**src/rtl/pwbPkg.sv**
```systemverilog
package pwbPkg;
  typedef struct packed {
    logic loadStart;
    logic storeByte;
    logic startCommit;
    logic popLane;
  } pwbStrobe_t;
endpackage

```
**src/rtl/pwbDatapath.sv**
```systemverilog
module pwbDatapath #(
  parameter int ADDR_W     = 13,
  parameter int DATA_W     = 8,
  parameter int PAGE_BYTES = 32
) (
  input  logic                  clk,
  input  logic                  rstN,
  input  pwbPkg::pwbStrobe_t    str,
  input  logic [ADDR_W-1:0]     startAddr,
  input  logic [DATA_W-1:0]     byteData,
  output logic                  maskAny,
  output logic                  pendAny,
  output logic [ADDR_W-1:0]     arrAddr,
  output logic [DATA_W-1:0]     arrData
);
  localparam int COL_W  = $clog2(PAGE_BYTES);
  localparam int PAGE_W = ADDR_W - COL_W;

  logic [PAGE_W-1:0]     pageBase;
  logic [COL_W-1:0]      col;
  logic [PAGE_BYTES-1:0] laneMask;
  logic [PAGE_BYTES-1:0] pending;
  logic [PAGE_BYTES-1:0] storeHit;
  logic [DATA_W-1:0]     pageBuf [PAGE_BYTES];
  logic [COL_W-1:0]      nextLane;

  assign storeHit = str.storeByte ? (PAGE_BYTES'(1) << col) : '0;

  always_ff @(posedge clk or negedge rstN) begin
    if (!rstN) begin
      pageBase <= '0;
      col      <= '0;
      laneMask <= '0;
      pending  <= '0;
    end else begin
      if (str.loadStart) begin
        pageBase <= startAddr[ADDR_W-1:COL_W];
        col      <= startAddr[COL_W-1:0];
        laneMask <= '0;
      end else if (str.storeByte) begin
        laneMask <= laneMask | storeHit;
        col      <= col + COL_W'(1);
      end
      if (str.startCommit) begin
        pending <= laneMask | storeHit;
      end else if (str.popLane) begin
        pending[nextLane] <= 1'b0;
      end
    end
  end

  always_ff @(posedge clk) begin
    if (str.storeByte) pageBuf[col] <= byteData;
  end

  always_comb begin
    nextLane = '0;
    for (int i = PAGE_BYTES - 1; i >= 0; i--) begin
      if (pending[i]) nextLane = COL_W'(i);
    end
  end

  assign maskAny = |laneMask;
  assign pendAny = |pending;
  assign arrAddr = {pageBase, nextLane};
  assign arrData = pageBuf[nextLane];
endmodule

```
**src/rtl/pwbControl.sv**
```systemverilog
module pwbControl #(
  parameter int PAGE_BYTES   = 32,
  parameter int WRITE_CYCLES = 48
) (
  input  logic               clk,
  input  logic               rstN,
  input  logic               frameStart,
  input  logic               accept,
  input  logic               byteValid,
  input  logic               frameEnd,
  input  logic               endOnBoundary,
  input  logic               maskAny,
  input  logic               pendAny,
  output pwbPkg::pwbStrobe_t str,
  output logic               busy,
  output logic               arrWe
);
  // the timer window must cover one clock per lane plus one
  localparam int TW    = (WRITE_CYCLES > PAGE_BYTES) ? WRITE_CYCLES : PAGE_BYTES + 1;
  localparam int TMR_W = $clog2(TW + 1);

  typedef enum logic [1:0] {IDLE, LOAD, COMMIT} pwbState_t;
  pwbState_t state, nextState;
  logic [TMR_W-1:0] timer;

  always_comb begin
    str       = '0;
    nextState = state;
    unique case (state)
      IDLE: begin
        if (frameStart && accept) begin
          str.loadStart = 1'b1;
          nextState     = LOAD;
        end
      end
      LOAD: begin
        str.storeByte = byteValid;
        if (frameEnd) begin
          if (endOnBoundary && (maskAny || byteValid)) begin
            str.startCommit = 1'b1;
            nextState       = COMMIT;
          end else begin
            nextState = IDLE;
          end
        end
      end
      COMMIT: begin
        str.popLane = pendAny;
        if (timer == TMR_W'(TW - 1)) nextState = IDLE;
      end
      default: nextState = IDLE;
    endcase
  end

  always_ff @(posedge clk or negedge rstN) begin
    if (!rstN) begin
      state <= IDLE;
      timer <= '0;
    end else begin
      state <= nextState;
      if (str.startCommit)      timer <= '0;
      else if (state == COMMIT) timer <= timer + TMR_W'(1);
    end
  end

  assign busy  = (state == COMMIT);
  assign arrWe = busy && pendAny;
endmodule

```
**src/rtl/pageWriteBuffer.sv**
```systemverilog
module pageWriteBuffer #(
  parameter int ADDR_W       = 13,
  parameter int DATA_W       = 8,
  parameter int PAGE_BYTES   = 32,
  parameter int WRITE_CYCLES = 48
) (
  input  logic              clk,
  input  logic              rstN,
  input  logic              frameStart,
  input  logic              accept,
  input  logic [ADDR_W-1:0] startAddr,
  input  logic              byteValid,
  input  logic [DATA_W-1:0] byteData,
  input  logic              frameEnd,
  input  logic              endOnBoundary,
  output logic              arrWe,
  output logic [ADDR_W-1:0] arrAddr,
  output logic [DATA_W-1:0] arrData,
  output logic              busy
);
  pwbPkg::pwbStrobe_t str;
  logic maskAny;
  logic pendAny;

  pwbControl #(.PAGE_BYTES(PAGE_BYTES), .WRITE_CYCLES(WRITE_CYCLES)) u_ctrl (
    .clk(clk), .rstN(rstN), .frameStart(frameStart), .accept(accept),
    .byteValid(byteValid), .frameEnd(frameEnd), .endOnBoundary(endOnBoundary),
    .maskAny(maskAny), .pendAny(pendAny), .str(str), .busy(busy), .arrWe(arrWe)
  );

  pwbDatapath #(.ADDR_W(ADDR_W), .DATA_W(DATA_W), .PAGE_BYTES(PAGE_BYTES)) u_dp (
    .clk(clk), .rstN(rstN), .str(str), .startAddr(startAddr), .byteData(byteData),
    .maskAny(maskAny), .pendAny(pendAny), .arrAddr(arrAddr), .arrData(arrData)
  );
endmodule

```
**config.mk**
```make
export PLATFORM = sky130hd
export DESIGN_NAME = pageWriteBuffer
export DESIGN_NICKNAME = d
export VERILOG_FILES = /design/src/rtl/pwbPkg.sv /design/src/rtl/pwbDatapath.sv /design/src/rtl/pwbControl.sv /design/src/rtl/pageWriteBuffer.sv
export SDC_FILE = /design/constraint.sdc
export NUM_CORES = 1
export LEC_CHECK = 0
export ABC_AREA = 1
export CORE_MARGIN = 2
export CORE_UTILIZATION = 30
export CTS_CLUSTER_DIAMETER = 50
export DETAILED_ROUTE_END_ITERATION = 10
export GPL_TIMING_DRIVEN = 0
export PLACE_DENSITY = 0.42
export SYNTH_ARGS = -nofsm -noshare
export SYNTH_HDL_FRONTEND = slang
export SYNTH_SLANG_ARGS = --single-unit
export TNS_END_PERCENT = 100
```
**constraint.sdc**
```tcl
create_clock -name clk -period 3.2 [get_ports clk]
set_input_delay 0.64 -clock clk [delete_from_list [all_inputs] [get_ports clk]]
set_output_delay 0.64 -clock clk [all_outputs]
set_load 0.1 [all_outputs]
```
==> results by stage, run 1 <==
Timing:
- Clock skew on the completed layout was measured at roughly 23 ps.
- The number of hold violations in the final report is 0.
- The worst slew margin relative to its limit is 13.2%.
- At the pin with the least slew margin, the transition time is around 1300 ps.
- The worst path in the final design needs a cycle of ~4700 ps, including I/O delays and setup.
- The max-slew violation count came to 0.
- The worst path uses 146% of the clock period.
- Setup violations remaining at the end of the flow were counted as 27.
- Static timing analysis puts the maximum clock frequency at around 0.21 GHz.
- Across all hold checks on the routed design, the worst slack comes to 471 ps.
- In the post-route analysis, the smallest setup slack over all paths is -1480 ps.
- Setup repair after global routing could not meet its margin everywhere.

Setup path:
- At the worst endpoint, the arrival time is ~4000 ps.
- The critical path buffer and inverter count is 4.
- Data on the critical path is required at its endpoint by ~2600 ps.
- The critical path in this run is classified as reg -> out.
- The highest net fanout along the worst path is 10.
- In this design, the stage delay of the slowest critical-path cell is around 380 ps.
- The type of element launching the critical path is a flip-flop.
- The top cell family by delay on the critical path is simple AND/OR/NAND/NOR gates.
- STA classifies the critical path endpoint as an output pin.
- On the critical path, the stage with the largest delay is an instance of dfrtp_1.
- The most repeated library cell on the critical path is nand2_1.

Floorplan:
- The die covers about 0.053 mm².
- In this run the count of I/O pins placed on the die edge is between 50 and 60.
- The core region is between 0.05 and 0.06 mm².
- From bottom edge to top edge, the die measures between 200 and 250 µm.
- The floorplan step set the die width to between 200 and 250 µm.
- The number of rows created at floorplan is 83.
- The starting density of the core is approximately 30%.

Placement:
- The placed instances occupy a cell area of roughly 0.017 mm².
- The total of buffers placed on input and output ports is 50.
- Once detailed placement completed, the half-perimeter wirelength came to 39.9 mm.
- The cell total after placement is 2277.
- At the end of routability-driven placement, the weighted congestion stood at between 0.8 and 0.9.

Synthesis:
- The flip-flop and latch count after synthesis is around 340.
- The number of warnings printed during yosys synthesis is 0.
- In the synthesized netlist, the cells that appear most often are nand2_1, edfxtp_1, nand3_1, nor2_1, inv_1.
- The most numerous cell in the Yosys netlist is nand2_1.
- Ranked by total cell area, the synthesized netlist is headed by edfxtp_1, dfrtp_1, nand2_1.
- The flip-flop cell with the highest count after synthesis is edfxtp_1.
- The total nets after synthesis is ~1600.
- The summed instance area of the synthesized netlist is around 0.015 mm².
- Sequential elements use between 60% and 70% of the synthesized area.
- In the synthesized netlist, the number of instances is roughly 1500.
- The number of library cell types mapped by synthesis is 33.
- The number of enable-type register cells in the synthesized netlist is between 200 and 300.
- The cell type with the highest aggregate area in the netlist is edfxtp_1.
- The top cell type's share of synthesized area is approximately 50%.
- In the synthesized netlist the async set-or-reset flop fraction comes to between 20 and 25%.
- The average size of a mapped cell is 10.0 µm².

Final layout:
- The total number of nets in the final design is approximately 1700.
- The register area is between 0.009 and 0.01 mm².
- The number of non-filler instances in the completed layout is roughly 2400.
- Of the cells placed in the final design, the portion with a size suffix greater than 1 is a little over a fifth.
- The final design area excluding fillers is 0.0199 mm².
- Compared with the post-synthesis result, the final layout area differs by 28.5%.
- The area used by multi-input combinational logic is roughly 0.0054 mm².
- Fill cells in the final layout number roughly 5100.
- The antenna diode count is 0.

Global routing:
- The number of global-route vias before repair is around 12000.
- The first-pass GRT wire length is 85.0 mm.
- The pin count of the biggest net entering global routing is just over 60.
- The aggregate global-route resource usage is about 22%.
- Summed over all layers, the global routing overflow is 0.
- The number of antenna violations at the first check in global routing came to 0.

Drt:
- In the routed design, unresolved DRC markers number 0.
- The mean number of vias per cell is a little over 5.
- For this block, the initial DRC count from the detailed router was 1034.
- The final layout contains routed wiring with a total length of around 58 mm.
- Detailed routing inserted a total of approximately 12000 vias.
- The average detailed-routed wire length per instance is approximately 24 µm.
- The number of routed nets with antenna violations is 0.
- The number of detailed-routing iterations run before antenna repair is 5.

Power:
- The analysis attributes to cell leakage a power of ~7.7 nW.
- The power density normalized to cell area is roughly 1000 mW/mm².
- Overall power consumption after layout is estimated at 0.0209 W.
- The maximum ir drop on the vdd rail is roughly 0.56 mV.

Outcome:
- The run finished, with violations left.
- The final reports fail on setup timing.

Clock network:
- The buffer levels on the longest clock path is 3.
- The clock tree from TritonCTS is done.
- CTS built an H-tree with a depth of 2.
- The total clock sinks is between 300 and 400.
- The clock-pin slew on the worst setup and hold paths is roughly 50 ps.
- The clock insertion delay at the later pin of the skew report is roughly 580 ps.
- The root buffer selected by CTS is clkbuf_16.
- Counting the buffers created by CTS gives 48.

Worst hold path:
- The worst hold path class is reg -> reg.

Flow run:
- The tool flagged a number of max-cap violations equal to 0.
-- area by class of cell --
cell class | count | area share [%]
flip-flops and latches | 341 | 49.4
multi-input cells | 957 | 27.4
clock buffers | 58 | 6.23
repair buffers | 90 | 5.21
well taps | 680 | 4.28
plain buffers | 98 | 3.35
inverters | 143 | 2.82
clock inverters | 29 | 1.32
-- timing repair --
item | in CTS | in global routing
pin swaps | 51 | 39
setup buffers | 25 | 4
endpoints found under the hold margin | 24 | 0
resized for setup | 302 | 77
setup endpoints to repair | 258 | 115
cloned | 4 | 0
hold buffers | 1 | 0
-- placed cells by master, fill, tap and decap left out, types with 21 or more instances in the layout --
cell type	instances
edfxtp_1	256
nand2_1	228
nand3_1	173
nand4_1	135
inv_1	129
nor2_1	101
dfrtp_1	84
clkbuf_16	48
clkbuf_1	47
nand2_2	46
nor2_4	32
o21ai_0	31
buf_4	31
clkdlybuf4s50_1	26
nand3_2	24
nand3b_1	24
buf_12	21
-- routing by layer --
layer	vias up	track usage [%]	routed length [µm]
li1	5684	-	-
met1	6270	29.3	25700
met2	326	37.4	28400
met3	76	2.66	2380
met4	0	7.56	1980
met5	-	0	0
-- worst min-delay path: cells and delay by family (launching register included) --
family,cells,cell delay (ps)
DFF,1,340
and+or+nand+nor,2,90
-- report_power, final --
| group | total [W] | switching, W | internal, W |
|---|---|---|---|
| registers | 0.00541 | 0.000280 | 0.00513 |
| clock network | 0.00510 | 0.00208 | 0.00302 |
| logic | 0.0103 | 0.00703 | 0.00332 |
| total | 0.0209 | 0.00939 | 0.0115 |
-- cells by family (layout without fill, tap and decap cells) --
family	count (synthesis)	in the layout	share of synthesized area, %
AO/OA/AOI/OAI	105	105	4.00
XOR/XNOR	3	3	0.170
adder cells (fa/ha/maj)	7	7	0.566
buffers and inverters	242	418	6.44
flip-flops	341	341	63.5
AND/OR/NAND/NOR	842	842	25.4
-- state kept, by name (all words and copies together) (netlist names) --
name,cells
u_ctrl.state,2
u_ctrl.timer,6
u_dp.col,5
u_dp.laneMask,32
u_dp.pageBase,8
u_dp.pageBuf,256
u_dp.pending,32
-- final timing paths --
check                           cells after the start  slack, ps               end        startpoint
worst max-delay path                               41      -1480        arrData[4]  u_dp.pending[30]
worst min-delay path                                2        470  u_dp.pageBase[3]  u_dp.pageBase[3]
worst max register to register                     39       -200  u_dp.pending[23]  u_dp.pending[30]
worst min register to register                      2        470  u_dp.pageBase[3]  u_dp.pageBase[3]
max in group asynchronous                           3       2020       u_dp.col[3]              rstN
min in group asynchronous                           2        520  u_dp.pending[22]              rstN
-- metrics by stage --
stage / util, % / worst slack, ps / TNS (ps)
after CTS: 38.3 / -1490 / -15410
final: 38.9 / -1480 / -15030
after global placement: 33.2 / -2590 / -448950
after detailed placement: 33.4 / -2580 / -239030
after global routing: 38.9 / -1840 / -28740
after floorplan: - / -227 / -1120
Power figures use the tool's default switching activity.
==> inputs of run 2 (changes only) <==
ABC_CLOCK_PERIOD_IN_PS = 3200   (was default)
CTS_BUF_LIST = sky130_fd_sc_hd__clkbuf_4 sky130_fd_sc_hd__clkbuf_8 sky130_fd_sc_hd__clkbuf_16   (was default)
TNS_END_PERCENT = 20   (was 100)
==> results by stage, run 2 (synthesis gave the netlist of run 1 again) <==
Final layout:
- The area used by multi-input combinational logic is 0.00530 mm² (-2.6%).
- The register area came to 0.00982 mm² (unchanged).
- The largest registers in the layout are u_dp.pageBuf: 256 flops, u_dp.laneMask: 32 flops, u_dp.pending: 32 flops.
- The library cells used most frequently in the layout, excluding fill and tap cells, are edfxtp_1, nand2_1, nand3_1, inv_1, nand4_1.
- The register containing the most flip-flops in the final layout is u_dp.pageBuf.
- The total number of nets in the final design was 1721 (+0.41%).
- The share of cells above drive strength 1 is 20.0% (-1.0 points).
- The area growth from synthesis to final layout is 28.6% (about the same).
- The most common library cell in the layout ignoring fill and taps is edfxtp_1.
- The antenna diode count is 0 (unchanged).
- The number of flip-flops in the largest register is 256 (unchanged).
- The number of fill cells in the layout is 5107 (-0.33%).

Floorplan:
- The number of ports placed on the die boundary is 51 (unchanged).
- The chip width is 231 µm (unchanged).
- The starting density of the core is 30.3% (unchanged).
- The floorplan die height is 231 µm (unchanged).
- The number of rows created at floorplan is 83 (unchanged).
- The area enclosed by the die boundary is 0.0534 mm² (unchanged).
- The standard cell core area is 0.0511 mm² (unchanged).

Clock network:
- The buffer levels on the longest clock path was 3 (unchanged).
- The total clock sinks is 341 (unchanged).
- TritonCTS built the clock tree.
- The total CTS buffers is 45 (-6.3%).
- The clock-pin slew on the worst setup and hold paths came to 50 ps (about the same).
- The clock insertion delay at the later pin of the skew report is 590 ps (about the same).
- In this run the clock root is driven by a clkbuf_16.
- The H-tree depth is 2 (unchanged).
- The number of buffers added to fix hold violations after cts is 0 (-1).

Drt:
- The number of detailed-routing iterations run before antenna repair came to 5 (unchanged).
- The via count of the routed design came to 12400 (+0.11%).
- The mean number of vias per cell is 5.15 (about the same).
- The number of routed nets with antenna violations is 0 (unchanged).
- The average detailed-routed wire length per instance was 24.4 µm (about the same).
- The number of DRC violations after detailed routing is 0 (unchanged).
- The post-detailed-routing wire length is 58.6 mm (+0.21%).
- The detailed router's first-iteration violation count is 1064 (+2.9%).

Global routing:
- The number of global-route vias before repair is 12200 (-0.14%).
- The aggregate global-route resource usage is 22.1% (about the same).
- The pin count of the biggest net entering global routing is 51 (-18%).
- The global route total overflow is 0 (unchanged).
- The first-pass GRT wire length was 84.6 mm (-0.46%).
- The number of antenna violations at the first check in global routing is 0 (unchanged).

Timing:
- The worst slew margin relative to its limit is 28.3% (+15 points).
- The post-layout minimum cycle time is 4670 ps (-2.17 ps).
- The final hold slack is 17.7 ps (-453 ps).
- The slew at the pin with the worst max-slew slack came to 1080 ps (-217 ps).
- The final clock period utilization by the worst path is 146% (about the same).
- The final worst-path setup slack was -1470 ps (+2.17 ps).
- Setup repair after global routing could not meet its margin everywhere.
- The fmax is 0.214 GHz (about the same).
- The max-slew violation count is 0 (unchanged).
- The number of hold violations in the final report is 0 (unchanged).
- The final count of negative-setup-slack endpoints was 23 (-15%).
- The clock skew after layout was 13.6 ps (-9.66 ps).

Power:
- The total power after layout is 0.0208 W (-0.27%).
- The power density normalized to cell area was 1050 mW/mm² (-0.36%).
- The maximum ir drop on the vdd rail is 0.617 mV (+11%).
- The total leakage power is 7.81 nW (+1.3%).

Setup path:
- The critical path arrival is 4030 ps (about the same).
- The required time at the endpoint of the critical path is 2560 ps (about the same).
- The depth of the worst register-to-register path is 45 (+15%).
- The setup path with the least slack is of type reg -> out.
- The endpoint of the worst-slack reg-to-reg timing path is u_dp.pending[29].
- The endpoint class of the critical path is an output pin.
- The flop-to-flop setup slack was -770 ps (-570 ps).
- The type of element launching the critical path is a flip-flop.
- The critical path startpoint is u_dp.pending[30].
- The highest net fanout along the worst path is 10 (unchanged).
- The startpoint of the worst register-to-register path is u_dp.pending[31].

Placement:
- The total of buffers placed on input and output ports is 50 (unchanged).
- The routability congestion estimate is 0.876 (+2.4%).
- The final HPWL from detailed placement was 40.3 mm (+1.0%).

Outcome:
- The checks that failed: setup timing.
- The run finished, with violations left.

Flow run:
- The max-capacitance violation count is 0 (unchanged).

Worst hold path:
- The worst hold path class is in -> async.
==> run 2: cell types whose count changed in the layout (fill, tap and decap cells not counted), moves of 4 or more <==
cell,before,now
nand2_2,46,30
buf_6,16,30
clkbuf_2,19,14
nand2_1,228,249
inv_2,9,4
nor2_4,32,26
clkbuf_4,4,9
o21ai_0,31,35
clkbuf_1,47,39
nor2_2,20,26
inv_1,129,136
o21ai_1,12,8
clkinv_2,7,3
==> run 2: repair_timing <==
action / CTS / global route
pin swaps: 29 / 26
gates resized for setup: 270 / 68
setup endpoints to repair: 198 / 74
buffers inserted: 18 / 13
gates cloned: 2 / 0
==> run 2: worst max-delay path by stage <==
| stage | endpoint | cells past startpoint | slack (ps) |
|---|---|---|---|
| 2_1_floorplan | arrData[2] | 39 | -230 |
| 3_3_place_gp | arrData[6] | 28 | -2510 |
| 3_5_place_dp | arrData[6] | 28 | -2480 |
| 4_1_cts | arrData[2] | 41 | -1450 |
| 5_1_grt | arrData[7] | 41 | -1780 |
| 6_report | arrData[5] | 25 | -1470 |
==> run 2: metal layers <==
layer | routed length [µm] | GRT usage [%] | up-vias
met1 | 25600 | 29.3 | 6161
met2 | 27900 | 36.8 | 406
met5 | 0 | 0 | -
li1 | - | - | 5711
met3 | 3230 | 3.27 | 92
met4 | 1850 | 7.68 | 0
==> run 2: final cells by class <==
type	instances	area share [%]
timing repair buffer	99	5.70
multi-input combinational	957	26.6
inverter	143	2.76
buffer	99	3.43
sequential	341	49.3
tap	680	4.28
clock inverter	28	1.69
clock buffer	54	6.15
==> run 2: power by group <==
group / internal [W] / switching [W]
Combinational: 0.00326 / 0.00685
Clock: 0.00323 / 0.00205
Sequential: 0.00513 / 0.000277
Total: 0.0116 / 0.00918
==> run 2: stage by stage <==
stage          std cells  area [µm²]  worst slack, ps  utilization [%]  TNS (ps)
4_1_cts             2388       19600            -1450             38.3    -13710
2_1_floorplan       1540       15600             -233                -     -2630
3_3_place_gp        2270       16900            -2510             33.1   -451210
6_report            2401       19900            -1470             38.9    -16830
5_1_grt             2401       19900            -1780             38.9    -30590
3_5_place_dp        2286       17200            -2480             33.6   -199160
==> run 2: critical path, stage by stage (launching register included) <==
cell      delay, ps
dfrtp_1         400
buf_4           140
o21ai_0         160
o211ai_1        120
nand3_1         100
nand3_1          70
nand2_1          70
nand2_1          50
nand2_1          80
nand2_1          60
nand2_1          80
nand2_1          50
nand2_1          60
nand2_1          40
nand2_1          60
nand3_1         110
nand3_4         130
clkbuf_2        320
clkbuf_1        470
nand3_1         130
nand3b_1        180
nand2_1         120
nand2_1         120
nor2_2           50
nand2_4          80
buf_12          170
